`src/rtl/dbg_crc_pkg.sv`:
```
package dbg_crc_pkg;

  localparam logic [15:0] CRC_POLY = 16'h1021;
  localparam logic [15:0] CRC_INIT = 16'hFFFF;

  typedef enum logic [1:0] {
    ST_IDLE  = 2'd0,
    ST_RUN   = 2'd1,
    ST_DRAIN = 2'd2
  } eng_state_t;

  // One byte, data bits consumed from bit 0 upward.
  function automatic logic [15:0] crc_byte(input logic [15:0] c_in,
                                           input logic [7:0]  d_in);
    logic [15:0] c;
    logic        fb;
    c = c_in;
    for (int b = 0; b < 8; b++) begin
      fb = c[15] ^ d_in[b];
      c  = {c[14:0], 1'b0} ^ (fb ? CRC_POLY : 16'h0000);
    end
    return c;
  endfunction

endpackage

```
`src/rtl/dbg_crc_addr_gen.sv`:
```
module dbg_crc_addr_gen #(
  parameter int ADDR_W = 16,
  parameter int LEN_W  = 17
) (
  input  logic              clk,
  input  logic              rst_n,
  input  logic              load,
  input  logic [ADDR_W-1:0] load_addr,
  input  logic [LEN_W-1:0]  load_len,
  input  logic              issue,
  output logic [ADDR_W-1:0] cur_addr,
  output logic              final_byte
);

  logic [ADDR_W-1:0] addr_q, addr_d;
  logic [LEN_W-1:0]  left_q, left_d;
  logic              en;

  always_comb begin
    en     = load | issue;
    addr_d = addr_q;
    left_d = left_q;
    if (load) begin
      addr_d = load_addr;
      left_d = load_len;
    end else if (issue) begin
      addr_d = addr_q + 1'b1;
      left_d = left_q - 1'b1;
    end
  end

  always_ff @(posedge clk or negedge rst_n) begin
    if (!rst_n) begin
      addr_q <= '0;
      left_q <= '0;
    end else if (en) begin
      addr_q <= addr_d;
      left_q <= left_d;
    end
  end

  assign cur_addr   = addr_q;
  assign final_byte = (left_q == LEN_W'(1));

endmodule

```
`src/rtl/dbg_crc_accum.sv`:
```
module dbg_crc_accum
  import dbg_crc_pkg::*;
#(
  parameter int BLK_LOG2 = 12
) (
  input  logic                clk,
  input  logic                rst_n,
  input  logic                clear,
  input  logic                per_blk,
  input  logic                byte_vld,
  input  logic [7:0]          byte_data,
  input  logic [BLK_LOG2-1:0] byte_off,
  input  logic                byte_last,
  output logic                res_valid,
  output logic [15:0]         res_crc,
  output logic                res_last
);

  logic [15:0] crc_q, crc_d, crc_upd;
  logic        blk_end, crc_en, res_en;

  always_comb begin
    crc_upd = crc_byte(crc_q, byte_data);
    blk_end = byte_last | (per_blk & (&byte_off));
    crc_en  = clear | byte_vld;
    res_en  = byte_vld & blk_end;
    if (clear || blk_end) crc_d = CRC_INIT;
    else                  crc_d = crc_upd;
  end

  always_ff @(posedge clk or negedge rst_n) begin
    if (!rst_n) crc_q <= CRC_INIT;
    else if (crc_en) crc_q <= crc_d;
  end

  always_ff @(posedge clk or negedge rst_n) begin
    if (!rst_n) res_valid <= 1'b0;
    else        res_valid <= res_en;
  end

  always_ff @(posedge clk or negedge rst_n) begin
    if (!rst_n) begin
      res_crc  <= '0;
      res_last <= 1'b0;
    end else if (res_en) begin
      res_crc  <= crc_upd;
      res_last <= byte_last;
    end else begin
      res_last <= 1'b0;
    end
  end

endmodule

```
`src/rtl/dbg_crc_engine.sv`:
```
module dbg_crc_engine
  import dbg_crc_pkg::*;
#(
  parameter int ADDR_W   = 16,
  parameter int LEN_W    = 17,
  parameter int BLK_LOG2 = 12
) (
  input  logic              clk,
  input  logic              rst_n,
  input  logic              cmd_start,
  input  logic [ADDR_W-1:0] cmd_addr,
  input  logic [LEN_W-1:0]  cmd_len,
  input  logic              cmd_per_blk,
  output logic              bus_req,
  input  logic              bus_gnt,
  output logic              mem_rd,
  output logic [ADDR_W-1:0] mem_addr,
  input  logic [7:0]        mem_rdata,
  output logic              res_valid,
  output logic [15:0]       res_crc,
  output logic              res_last
);

  eng_state_t          st_q, st_d;
  logic                accept, issue, final_byte;
  logic                per_q, rd_q, last_q;
  logic [BLK_LOG2-1:0] off_q;

  assign accept = (st_q == ST_IDLE) && cmd_start && (cmd_len != '0);
  assign issue  = (st_q == ST_RUN) && bus_gnt;

  always_comb begin
    st_d = st_q;
    unique case (st_q)
      ST_IDLE:  if (accept) st_d = ST_RUN;
      ST_RUN:   if (issue && final_byte) st_d = ST_DRAIN;
      ST_DRAIN: if (rd_q && last_q) st_d = ST_IDLE;
      default:  st_d = ST_IDLE;
    endcase
  end

  always_ff @(posedge clk or negedge rst_n) begin
    if (!rst_n) st_q <= ST_IDLE;
    else        st_q <= st_d;
  end

  always_ff @(posedge clk or negedge rst_n) begin
    if (!rst_n) per_q <= 1'b0;
    else if (accept) per_q <= cmd_per_blk;
  end

  // One-cycle read return pipeline.
  always_ff @(posedge clk or negedge rst_n) begin
    if (!rst_n) begin
      rd_q   <= 1'b0;
      last_q <= 1'b0;
      off_q  <= '0;
    end else begin
      rd_q   <= issue;
      last_q <= issue & final_byte;
      if (issue) off_q <= mem_addr[BLK_LOG2-1:0];
    end
  end

  dbg_crc_addr_gen #(.ADDR_W(ADDR_W), .LEN_W(LEN_W)) u_agen (
    .clk        (clk),
    .rst_n      (rst_n),
    .load       (accept),
    .load_addr  (cmd_addr),
    .load_len   (cmd_len),
    .issue      (issue),
    .cur_addr   (mem_addr),
    .final_byte (final_byte)
  );

  dbg_crc_accum #(.BLK_LOG2(BLK_LOG2)) u_acc (
    .clk       (clk),
    .rst_n     (rst_n),
    .clear     (accept),
    .per_blk   (per_q),
    .byte_vld  (rd_q),
    .byte_data (mem_rdata),
    .byte_off  (off_q),
    .byte_last (last_q),
    .res_valid (res_valid),
    .res_crc   (res_crc),
    .res_last  (res_last)
  );

  assign bus_req = (st_q != ST_IDLE);
  assign mem_rd  = issue;

endmodule

```
`config.mk`:
```
export PLATFORM = sky130hd
export DESIGN_NAME = dbg_crc_engine
export DESIGN_NICKNAME = d
export VERILOG_FILES = /design/src/rtl/dbg_crc_pkg.sv /design/src/rtl/dbg_crc_addr_gen.sv /design/src/rtl/dbg_crc_accum.sv /design/src/rtl/dbg_crc_engine.sv
export SDC_FILE = /design/constraint.sdc
export NUM_CORES = 1
export LEC_CHECK = 0
export CAP_MARGIN = 25
export CORE_MARGIN = 5
export CORE_UTILIZATION = 45
export DETAILED_ROUTE_END_ITERATION = 10
export HOLD_SLACK_MARGIN = 0.08
export PLACE_DENSITY = 0.71
export SLEW_MARGIN = 10
export SYNTH_ARGS = -nofsm -noshare
export SYNTH_HDL_FRONTEND = slang
export SYNTH_SLANG_ARGS = --single-unit
```
`constraint.sdc`:
```
create_clock -name clk -period 3 [get_ports clk]
set_input_delay 0.6 -clock clk [delete_from_list [all_inputs] [get_ports clk]]
set_output_delay 0.6 -clock clk [all_outputs]
set_load 0.05 [all_outputs]
```
==> results of run 1 <==
==> layout by cell type, fill, tap and decap left out, drive strengths merged, types with 4 or more instances in the layout <==
master	synthesis	final
dfstp	16	16
nor3	10	10
mux2	16	16
nand2	94	94
nor4	9	9
xnor2	17	17
inv	8	8
dfrtp	68	68
o211ai	5	5
nor2	19	19
o21ai	30	30
buf	5	18
a21oi	4	4
clkbuf	16	11
a221o	6	6
a22oi	5	5
o22ai	16	16
nand4	10	10
nand3	18	18
xor2	19	19
clkdlybuf4s50	0	79
a32oi	4	4
a31oi	6	6
==> where the power goes <==
part | switching [mW] | leakage, nW | total [mW] | internal, mW
combinational | 1.57 | 1.11 | 2.60 | 1.02
sequential | 0.448 | 1.02 | 2.09 | 1.64
clock | 0.406 | 0.107 | 0.875 | 0.469
==> final timing paths <==
| path | startpoint | cells after the start | slack [ps] | to |
|---|---|---|---|---|
| max | bus_gnt | 5 | 540 | mem_rd |
| min | rst_n | 1 | 240 | u_acc.res_crc[14] |
| max reg2reg | u_agen.left_q[7] | 5 | 770 | u_agen.left_q[12] |
| min reg2reg | off_q[1] | 2 | 490 | off_q[1] |
| max in group asynchronous | rst_n | 2 | 2080 | u_acc.crc_q[13] |
| min in group clk | off_q[1] | 2 | 490 | off_q[1] |
==> routing by layer <==
layer / vias to the layer above / wire, um
met5: - / 0
met4: 0 / 152
met3: 16 / 700
met2: 149 / 4810
met1: 1748 / 5010
li1: 1722 / -
==> through the flow <==
| step | hold WS (ps) | worst slack, ps |
|---|---|---|
| after floorplan | 304 | 443 |
| after global placement | 459 | 375 |
| after detailed placement | 467 | 292 |
| after CTS | 245 | 546 |
| after global routing | 266 | 467 |
| final | 241 | 538 |
==> state kept, by name, indices dropped and copies added (netlist names) <==
name and count:
u_agen.left_q 17, u_acc.crc_q 16, u_acc.res_crc 16, u_agen.cur_addr 16
off_q 12, st_q 2, last_q 1, per_q 1
rd_q 1, u_acc.res_last 1, u_acc.res_valid 1
==> kinds of logic after synthesis <==
| kind of cell | synth area share |
|---|---|
| flip-flops | 0.509 |
| XOR/XNOR | 0.0757 |
| buffers and inverters | 0.0270 |
| multiplexers | 0.0432 |
| AO/OA/AOI/OAI | 0.130 |
| AND/OR/NAND/NOR | 0.205 |
| adder cells (fa/ha/maj) | 0.00901 |
==> final cells by class <==
cell class                      count  area (um2)
Clock buffer                       11         131
Clock inverter                      5        78.8
Fill cell                         801        3760
Inverter                            8        30.0
Multi-Input combinational cell    321        1940
Sequential cell                    84        2120
Tap cell                          111         139
Timing Repair Buffer               97         951
==> metrics, run 1 <==
vias in the first global route=3739; Rows=35; total number of vias=3635; vias per cell=5.71; setup bufs post-CTS=0; CP max-delay cell=clkdlybuf4s50_1; Slew Viols, Final=0; CP arrival=1860 ps; Detailed Routing Iterations Pass 1=5; asr flop ratio synth=1.00; htree depth=3; Required @ worst endpoint=2400 ps; setup tns final=0 ps; leakage=2.25 nW; #FFs+latches synth=84; clk root buf=clkbuf_8; minimum clock period=2460 ps; total design power=5.56 mW; antenna fix cells=0; top cells by area, synth=dfrtp_1, dfstp_2, nand2_1; die area=11300 um2; WL final=10700 um; CTS sink cnt=84; Yosys warning total=0; Overflow after GRT=0; CP max FO=10; first-pass GRT wire length=18300 um; Mapped Area=4170 um2; buffers added on ports=81; syn_nets=483; placed cells=621; maximum number of pins on one net before global-route repair=44; critical path, cell by cell=clkdlybuf4s50_1, nand3b_1, inv_1, buf_4, buf_12; Worst Tran Pin Value=693 ps; dpl hpwl=7660 um; initial antenna violation count=0; Peak VDD IR=0.539 mV; Critical Path Start Type=input pin; share of layout cells above drive strength 1=0.139; Commonest cells post-synth=nand2_1, dfrtp_1, o21ai_0, nor2_1, xor2_1; Placer Congestion=0.875; antenna viol nets, final=0; 1st-iter DRT viols=269; final setup fails=0; Mapped Cells=434; dominant synthesized flop cell=dfrtp_1; Fin. Hold Viols=0; DR DRC count=0; synth unique cells=48; cell area power density=1030 nW/um2; RSZ-0062 raised after global routing=false; Core Util, Final=0.589; fin area=5390 um2; Post-Layout Cell Count=637; status=finished, final reports clean; Area after DPL=5180 um2; CTS clock-pin slew for the worst setup and hold paths=80 ps; Core ar.=9150 um2; CP Capture Type=output pin; CTS max path bufs=2; syn avg cell area=9.60 um2; post-cts hold buffer count=0; Initial Utilization=0.455; met3 Track Usage GR=0.0395; cell family with most CP delay=buffers and inverters; most frequent cell after synthesis=nand2_1; EDFF count, synth=0; Slew headroom=0.538; routed len/inst=16.8 um; met2 GRT Util=0.301; clk_lat worst skew=350 ps; CTS buffer count=9; final net count=570; Buf/Inv on CP=4; Max Clk Rate=406 MHz; Max Cap Viol=0; I/O pins=82; max incr delay on CP=500 ps; worst clock skew=8.89 ps; Die H=106 um; Tcrit/Tclk final=0.821; Overall Global Routing Usage=0.199; PostCTS Resize Cnt=0; CTS tree=yes; worst min path class=input pin to async pin; Syn-to-layout area delta=29.3%; Yosys top cell by area=dfrtp_1; post-synth top area share=0.408; M1 GR Usage=0.287; die width=106 um; grt peak-use layer=met2; CP Class=input pin to output pin; register area share after synthesis=0.509
Power figures use the tool's default switching activity.
==> run 2, diff against run 1 <==
==> constraint.sdc (replaced) <==
create_clock -name clk -period 2.44 [get_ports clk]
set_input_delay 0.488 -clock clk [delete_from_list [all_inputs] [get_ports clk]]
set_output_delay 0.488 -clock clk [all_outputs]
set_load 0.05 [all_outputs]
==> run 2 against run 1 <==
Compared with the run above: sequential power rose by 22%; clock skew increased by 6.5 ps; cell count up 2.0%; setup slack worse by 420 ps.
==> metrics, run 2 (synthesis gave the netlist of run 1 again) <==
CP Capture Type=output pin; worst reg2reg path startpoint=u_agen.left_q[7]; post-cts hold buffer count=0 (unchanged); Die H=106 um (unchanged); 1st-iter DRT viols=228 (-15%); vias per cell=5.62 (-1.6%); Max Cap Viol=0 (unchanged); CTS max path bufs=2 (unchanged); placed cells=634 (+2.1%); routed len/inst=15.9 um (-4.9%); die area=11300 um2 (unchanged); worst clock skew=15.4 ps (+6.51 ps); first-pass GRT wire length=17700 um (-3.1%); total design power=6.96 mW (+25%); final setup fails=0 (unchanged); Required @ worst endpoint=1950 ps (-450 ps); CTS tree=yes; antenna viol nets, final=0 (unchanged); Tcrit/Tclk final=0.950; Overflow after GRT=0 (unchanged); Placer Congestion=0.918 (+5.0%); Fin. Hold Viols=0 (unchanged); Worst Tran Pin Value=587 ps (-106 ps); vias in the first global route=3578 (-4.3%); I/O pins=82 (unchanged); clk root buf=clkbuf_8; worst min path class=input pin to async pin; WL final=10400 um (-3.0%); CP max FO=5 (-5); Max Clk Rate=431 MHz; maximum number of pins on one net before global-route repair=46 (+4.5%); PostCTS Resize Cnt=0 (unchanged); total number of vias=3651 (+0.44%); Reg2Reg Setup Slack=430 ps (-340 ps); CP Class=flop to output pin; CTS clock-pin slew for the worst setup and hold paths=90 ps (about the same); htree depth=3 (unchanged); Syn-to-layout area delta=32.3%; status=finished, final reports clean; CTS sink cnt=84 (unchanged); Largest register FFs=17 (unchanged); Slew Viols, Final=0 (unchanged); CP arrival=1830 ps (-30 ps); most frequent cells in the layout=nand2_1, clkdlybuf4s50_1, dfrtp_1; CTS buffer count=9 (unchanged); most flop-heavy register=u_agen.left_q; dpl hpwl=7630 um (-0.40%); Rows=35 (unchanged); Detailed Routing Iterations Pass 1=4 (-1); filler cell count=782 (-2.4%); final net count=583 (+2.3%); antenna fix cells=0 (unchanged); clk_lat worst skew=360 ps (about the same); die width=106 um (unchanged); buffers added on ports=81 (unchanged); leading cell type in the layout, fill and taps excluded=nand2_1; minimum clock period=2320 ps; Critical Path Start Type=flop; Peak VDD IR=0.674 mV (+25%); RSZ-0062 raised after global routing=false; worst reg2reg endpoint=u_agen.left_q[12]; leakage=2.32 nW (+3.4%); Post-Layout Cell Count=650 (+2.0%); DR DRC count=0 (unchanged); Core ar.=9150 um2 (unchanged); Slew headroom=0.609 (+0.0707); R2R cell count=5 (unchanged); initial antenna violation count=0 (unchanged); Initial Utilization=0.455 (unchanged); setup bufs post-CTS=0 (unchanged); share of layout cells above drive strength 1=0.163 (+0.0245); Overall Global Routing Usage=0.194 (-0.00479); cell area power density=1260 nW/um2 (+22%)
run 2: layout make-up:
class                   count  area (um2)  share of cell area
clock inverters             6        96.3              0.0175
well taps                 111         139              0.0252
flip-flops and latches     84        2120               0.385
repair buffers            110        1050               0.190
multi-input cells         321        1940               0.351
inverters                   8        30.0             0.00545
clock buffers              10         138              0.0250
run 2: stage by stage:
step | worst slack, ps | TNS [ps] | utilization | hold WS [ps] | area (um2)
final | 121 | 0 | 0.602 | 120 | 5510
after global routing | 67.4 | 0 | 0.602 | 159 | 5510
after CTS | 110 | 0 | 0.602 | 134 | 5510
after detailed placement | -53.6 | -224 | 0.576 | 466 | 5280
after global placement | -11.7 | -19.7 | 0.576 | 459 | 5280
after floorplan | 107 | 0 | - | 192 | 4170
run 2: worst max path at each step:
stage	from	end	slack [ps]	cells after the start
CTS	st_q[1]	bus_req	110	2
detailed placement	cmd_len[10]	u_agen.left_q[0]	-50	5
global route	st_q[1]	bus_req	70	2
global placement	cmd_len[10]	u_agen.cur_addr[7]	-10	5
finish	st_q[1]	bus_req	120	2
floorplan	bus_gnt	mem_rd	110	5
run 2: per-layer routing:
layer	global-route usage	vias up	part of all wire
li1	-	1753	-
met2	0.290	121	0.45
met3	0.0468	9	0.067
met1	0.282	1768	0.47
met5	0	-	0
met4	0.0546	0	0.0064
run 2: critical path, stage by stage (launching register included):
cell and delay, ps:
dfrtp_1 430, or2_2 300, clkdlybuf4s50_1 730
run 2: power by group:
| part | switching, mW | internal, mW | total [mW] |
|---|---|---|---|
| logic | 1.92 | 1.33 | 3.26 |
| registers | 0.542 | 2.02 | 2.56 |
| clock network | 0.532 | 0.615 | 1.15 |
| total | 3.00 | 3.96 | 6.96 |
==> run 3, diff against run 2 <==
--- a/config.mk
+++ b/config.mk
@@ -5,7 +5,7 @@
 export SDC_FILE = /design/constraint.sdc
 export NUM_CORES = 1
 export LEC_CHECK = 0
-export CAP_MARGIN = 25
+export CAP_MARGIN = 0
 export CORE_MARGIN = 5
 export CORE_UTILIZATION = 45
 export DETAILED_ROUTE_END_ITERATION = 10
==> results of run 3 <==
The final DEF is identical to that of run 2; final timing and power are the same.
